File: config.mk
export PLATFORM = sky130hd
export DESIGN_NAME = flag_alu
export DESIGN_NICKNAME = d
export VERILOG_FILES = /design/src/rtl/flag_alu_pkg.sv /design/src/rtl/flag_alu_adder.sv /design/src/rtl/flag_alu_logic.sv /design/src/rtl/flag_alu_flags.sv /design/src/rtl/flag_alu.sv
export SDC_FILE = /design/constraint.sdc
export NUM_CORES = 1
export LEC_CHECK = 0
export BUFFER_PORTS_ARGS = -buffer_cell sky130_fd_sc_hd__buf_2
export CORE_UTILIZATION = 50
export CTS_BUF_LIST = sky130_fd_sc_hd__clkbuf_16
export DETAILED_ROUTE_END_ITERATION = 16
export GPL_ROUTABILITY_DRIVEN = 0
export PLACE_DENSITY = 0.76
export SETUP_SLACK_MARGIN = 0.05
export SLEW_MARGIN = 20
export SYNTH_ARGS = -nofsm -noshare
export SYNTH_HDL_FRONTEND = slang
export SYNTH_SLANG_ARGS = --single-unit
File: constraint.sdc
create_clock -name clk -period 7 [get_ports clk]
set_input_delay 0.7 -clock clk [delete_from_list [all_inputs] [get_ports clk]]
set_output_delay 0.7 -clock clk [all_outputs]
set_load 0.005 [all_outputs]
File: src/rtl/flag_alu_pkg.sv
package flag_alu_pkg;

  typedef enum logic [3:0] {
    OP_ADD = 4'd0,
    OP_ADC = 4'd1,
    OP_SUB = 4'd2,
    OP_SBC = 4'd3,
    OP_RSB = 4'd4,
    OP_RSC = 4'd5,
    OP_AND = 4'd6,
    OP_XOR = 4'd7,
    OP_CMP = 4'd8,
    OP_CMN = 4'd9,
    OP_TST = 4'd10,
    OP_TEQ = 4'd11
  } alu_op_e;

  typedef struct packed {
    logic n;
    logic z;
    logic c;
    logic v;
  } nzcv_t;

  function automatic logic op_is_arith(input logic [3:0] op);
    return (op <= 4'd5) || (op == 4'd8) || (op == 4'd9);
  endfunction

  function automatic logic op_is_logic(input logic [3:0] op);
    return (op == 4'd6) || (op == 4'd7) || (op == 4'd10) || (op == 4'd11);
  endfunction

  function automatic logic op_is_flag_only(input logic [3:0] op);
    return (op >= 4'd8) && (op <= 4'd11);
  endfunction

endpackage

File: src/rtl/flag_alu_adder.sv
module flag_alu_adder
  import flag_alu_pkg::*;
#(
  parameter int WIDTH = 32
) (
  input  logic [WIDTH-1:0] a,
  input  logic [WIDTH-1:0] b,
  input  logic [3:0]       op,
  input  logic             c_in,
  output logic [WIDTH-1:0] sum,
  output logic             c_out,
  output logic             v_out
);
  localparam int SW = WIDTH + 1;

  logic [WIDTH-1:0] x_opnd;
  logic [WIDTH-1:0] y_opnd;
  logic             cin;
  logic [SW-1:0]    full;

  always_comb begin
    x_opnd = a;
    y_opnd = b;
    cin    = 1'b0;
    case (op)
      OP_ADD, OP_CMN: begin x_opnd = a; y_opnd = b;  cin = 1'b0; end
      OP_ADC:         begin x_opnd = a; y_opnd = b;  cin = c_in; end
      OP_SUB, OP_CMP: begin x_opnd = a; y_opnd = ~b; cin = 1'b1; end
      OP_SBC:         begin x_opnd = a; y_opnd = ~b; cin = c_in; end
      OP_RSB:         begin x_opnd = b; y_opnd = ~a; cin = 1'b1; end
      OP_RSC:         begin x_opnd = b; y_opnd = ~a; cin = c_in; end
      default:        begin x_opnd = a; y_opnd = b;  cin = 1'b0; end
    endcase
  end

  always_comb begin
    full  = {1'b0, x_opnd} + {1'b0, y_opnd} + {{WIDTH{1'b0}}, cin};
    sum   = full[WIDTH-1:0];
    c_out = full[WIDTH];
    v_out = (x_opnd[WIDTH-1] == y_opnd[WIDTH-1]) &&
            (full[WIDTH-1] != x_opnd[WIDTH-1]);
  end

endmodule

File: src/rtl/flag_alu_logic.sv
module flag_alu_logic
  import flag_alu_pkg::*;
#(
  parameter int WIDTH = 32
) (
  input  logic [WIDTH-1:0] a,
  input  logic [WIDTH-1:0] b,
  input  logic [3:0]       op,
  output logic [WIDTH-1:0] out
);
  always_comb begin
    case (op)
      OP_AND, OP_TST: out = a & b;
      OP_XOR, OP_TEQ: out = a ^ b;
      default:        out = '0;
    endcase
  end
endmodule

File: src/rtl/flag_alu_flags.sv
module flag_alu_flags
  import flag_alu_pkg::*;
#(
  parameter int WIDTH = 32
) (
  input  logic             clk,
  input  logic             rst_n,
  input  logic [WIDTH-1:0] res,
  input  logic             arith,
  input  logic             add_c,
  input  logic             add_v,
  input  logic             shift_carry,
  input  logic             update,
  output nzcv_t            flags_d,
  output nzcv_t            flags_r
);
  nzcv_t computed;

  always_comb begin
    computed.n = res[WIDTH-1];
    computed.z = (res == '0);
    computed.c = arith ? add_c : shift_carry;
    computed.v = arith ? add_v : flags_r.v;
    flags_d    = update ? computed : flags_r;
  end

  always_ff @(posedge clk or negedge rst_n) begin
    if (!rst_n) begin
      flags_r <= '0;
    end else if (update) begin
      flags_r <= flags_d;
    end
  end
endmodule

File: src/rtl/flag_alu.sv
module flag_alu
  import flag_alu_pkg::*;
#(
  parameter int WIDTH = 32
) (
  input  logic             clk,
  input  logic             rst_n,
  input  logic [WIDTH-1:0] opnd_a,
  input  logic [WIDTH-1:0] opnd_b,
  input  logic [3:0]       opcode,
  input  logic             set_flags,
  input  logic             shift_carry,
  output logic [WIDTH-1:0] result,
  output logic             result_we,
  output logic [3:0]       flags_next,
  output logic [3:0]       flags_q
);
  logic [WIDTH-1:0] add_sum;
  logic [WIDTH-1:0] log_out;
  logic             add_c;
  logic             add_v;
  logic             is_arith;
  logic             is_logic;
  logic             is_valid;
  logic             upd;
  nzcv_t            f_d;
  nzcv_t            f_r;

  always_comb begin
    is_arith  = op_is_arith(opcode);
    is_logic  = op_is_logic(opcode);
    is_valid  = is_arith || is_logic;
    upd       = op_is_flag_only(opcode) || (set_flags && is_valid);
    result_we = (opcode <= 4'd7);
    if (is_arith)      result = add_sum;
    else if (is_logic) result = log_out;
    else               result = '0;
  end

  flag_alu_adder #(.WIDTH(WIDTH)) u_adder (
    .a(opnd_a), .b(opnd_b), .op(opcode), .c_in(f_r.c),
    .sum(add_sum), .c_out(add_c), .v_out(add_v)
  );

  flag_alu_logic #(.WIDTH(WIDTH)) u_logic (
    .a(opnd_a), .b(opnd_b), .op(opcode), .out(log_out)
  );

  flag_alu_flags #(.WIDTH(WIDTH)) u_flags (
    .clk(clk), .rst_n(rst_n), .res(result), .arith(is_arith),
    .add_c(add_c), .add_v(add_v), .shift_carry(shift_carry),
    .update(upd), .flags_d(f_d), .flags_r(f_r)
  );

  assign flags_next = f_d;
  assign flags_q    = f_r;
endmodule

==> impl_metrics.ini <==
[sta]
setup_slack_ns = 0.4375
fin_crit_sh_pct = 93.75
tns_ns = 0
rsz0062_at_grt = false
slew_viol_final = 0
finalSetupViolCount = 0
period_needed_ns = 6.563
fmax_mhz = 152.4
worst_pin_slew_ns = 0.8166
whs_ns = 0.2747
finalClockSkew_ns = 0.001176
hold_violations = 0
slew_headroom_pct = 45.56

[worst_setup_path]
critPathRequiredTime_ns = 6.30
path_buf_inv = 3
start_kind = primary input
r2r-start = u_flags.flags_r[1]$_DFFE_PN0N_
crit_path_max_incr_delay_ns = 0.68
worstPathMaxFanout = 20
end_kind = output pin
cp_cell_sequence = buf_2 > nor2_1 > mux2i_1 > nor2_2 > nor2_1 > a21oi_1 > nor2_1 > fa_1 > inv_1 > fa_1 > a21oi_1 > o21ai_1 > a221oi_2 > xor2_1 > o22ai_1 > or4_1 > nor4_1 > nor4b_2 > nand4_1 > nand2_1 > buf_2
crit_start = opcode[0]
arrival_ns = 5.86
cpMostUsedCell = nor2_1
path_class = primary input to output pin
cp_slowest_cell = a221oi_2
cpLargestDelayFamily = simple AND/OR/NAND/NOR gates

[synth]
synth_top_flop_cell = dfrtp_1
netlist_instances = 605
synth_area_um2 = 4289
seq_area_frac_synth_pct = 2.334
ys_seq_elements = 4
synth_edf_count = 0
synth_nets = 742
netlist-cell-type-count = 65
async_reset_ff_share_pct = 100.0
syn_avg_cell_area_um2 = 7.089
yosys_warnings = 0

[clock_network]
cts_buffers = 3
post_cts_buffers = 0
cts_root_buf = clkbuf_16
ctsResizeCount = 0
htree_levels = 1
cts_tree = built
ctsHoldBuffers = 0
cts_buffer_depth = 2
clock_latency_ns = 0.23
clkSlewWorstSetupHoldPaths_ns = 0.03
cts.sinks = 4

[global_routing]
grt_pass1_wl_um = 21450
antenna_found_initial = 0
grt_max_degree = 40
gr-total-overflow = 0
track_usage_pct = 28.93
grt_pass1_vias = 4677

[route]
ant_nets = 0
drt_iter0_drc = 376
first_pass_iters = 5
routed_via_density = 6.472
drc = 0
wirelength_um = 13100
via_count = 5139
wire_per_inst_um = 16.50

[job]
cap_violations = 0

[final_layout]
finalNetCount = 828
mostFrequentLayoutCells = buf_2, o21ai_0, nand2_1, ha_1, mux2_2
synthToLayoutAreaGrowth_pct = 15.67
largest_reg_flops = 4
diodes = 0
reg.largest.list = u_flags.flags_r x4
layout_commonest_cell = buf_2
top_register = u_flags.flags_r
fillers = 785
drive_above_1_share_pct = 25.11

[pwr]
clkPwrFrac_pct = 12.3
power.switching_mw = 0.3767
seqPwrFrac_pct = 4.1
internal-power_mw = 0.3519
power_mw = 0.7285
vdd_drop_max_mv = 0.05734
p_leak_nw = 2.314
p_comb_share_pct = 83.5
power_density_nw_per_um2 = 146.8
swShare_pct = 51.70

[floorplanning]
placementRows = 33
fp.dieH_um = 94.62
core_um2 = 8258
die_x_um = 94.62
dieArea_um2 = 8953
io_pins = 113
initial_core_util_pct = 51.94

[run_status]
status = finished clean

[hold_path]
hp-class = primary input to asynchronous set/reset pin

[place]
port_buffers = 112
place_ws_ns = 0.5247
dp_hpwl_um = 10200
power by group through the flow:
stage / logic, mW / clock network (mW) / registers, mW
6_report: 0.609 / 0.0897 / 0.0302
5_1_grt: 0.672 / 0.0926 / 0.0308
4_1_cts: 0.598 / 0.0899 / 0.0304
3_5_place_dp: 0.594 / 0 / 0.0306
3_3_place_gp: 0.582 / 0 / 0.0303
2_1_floorplan: 0.410 / 0 / 0.0305
cell usage after synthesis, types with 5 or more instances:
master | number | share of area, %
a211o_1 | 5 | 1.0
inv_1 | 14 | 1.2
o21a_1 | 9 | 1.6
mux2i_1 | 27 | 6.3
o22ai_1 | 16 | 2.3
xor2_1 | 14 | 2.9
buf_1 | 5 | 0.44
nand3_1 | 16 | 1.9
a21o_1 | 11 | 1.9
clkbuf_1 | 27 | 2.4
ha_1 | 63 | 18
nor2_1 | 31 | 2.7
and3_1 | 6 | 0.88
o211ai_1 | 6 | 1.1
nand4_1 | 15 | 2.2
mux2_2 | 39 | 10
a21oi_1 | 37 | 4.3
o21ai_0 | 85 | 9.9
or3_1 | 6 | 0.88
xnor2_1 | 6 | 1.2
nor3_1 | 12 | 1.4
nor4_1 | 5 | 0.73
nand2_1 | 64 | 5.6
stage by stage:
step	instances	cell area (µm²)	utilization, %
2_1_floorplan	605	4289	-
3_3_place_gp	791	4883	59.14
3_5_place_dp	791	4886	59.17
4_1_cts	794	4961	60.08
5_1_grt	794	4961	60.08
6_report	794	4961	60.08
worst register-to-register path: stages, from the launching register on:
cell	delay, ns
dfrtp_1	0.39
nor2b_1	0.13
a2111oi_0	0.08
a21oi_1	0.21
fa_1	0.22
inv_1	0.05
fa_1	0.44
a21oi_1	0.26
o21ai_1	0.16
a221oi_2	0.68
xor2_1	0.20
o22ai_1	0.14
or4_1	0.55
nor4_1	0.37
nor4b_2	0.30
nand4_1	0.20
nand2_1	0.13
logic make-up (layout without fill, tap and decap cells):
family	count (synthesis)	in the layout	synth area share [%]
xor gates and xnor gates	21	21	4.463
DFF	4	4	2.334
muxes	67	67	16.80
and+or+nand+nor	177	177	20.16
buffers and inverters	53	137	5.105
AOI/OAI and AO/OA	217	217	31.51
adders and majority gates	66	66	19.63
cell type report:
| cell class | count | area (µm²) | share of cell area, % |
|---|---|---|---|
| clock buffer | 3 | 75.07 | 1.513 |
| inverter | 14 | 52.55 | 1.059 |
| multi-input combinational | 548 | 3981 | 80.25 |
| tap | 105 | 131.4 | 2.648 |
| sequential | 4 | 100.1 | 2.018 |
| timing repair buffer | 120 | 620.6 | 12.51 |
worst paths after layout:
path	endpoint	slack, ns	depth (start not counted)
worst max-delay path	flags_next[2]	0.44	21
worst min-delay path	u_flags.flags_r[0]$_DFFE_PN0N_	0.27	1
worst max register to register	u_flags.flags_r[2]$_DFFE_PN0N_	2.42	16
worst min register to register	u_flags.flags_r[2]$_DFFE_PN0N_	0.49	2
max in group asynchronous	u_flags.flags_r[1]$_DFFE_PN0N_	6.60	1
min in group clk	u_flags.flags_r[2]$_DFFE_PN0N_	0.49	2
layer usage:
metal	part of all wire, %	vias to the layer above	global-route usage, %
li1	-	2496	-
met1	45	2361	39.64
met2	45	248	48.56
met3	7.3	34	1.449
met4	2.6	0	8.586
met5	0	-	0
(Power assumes the default switching activity.)
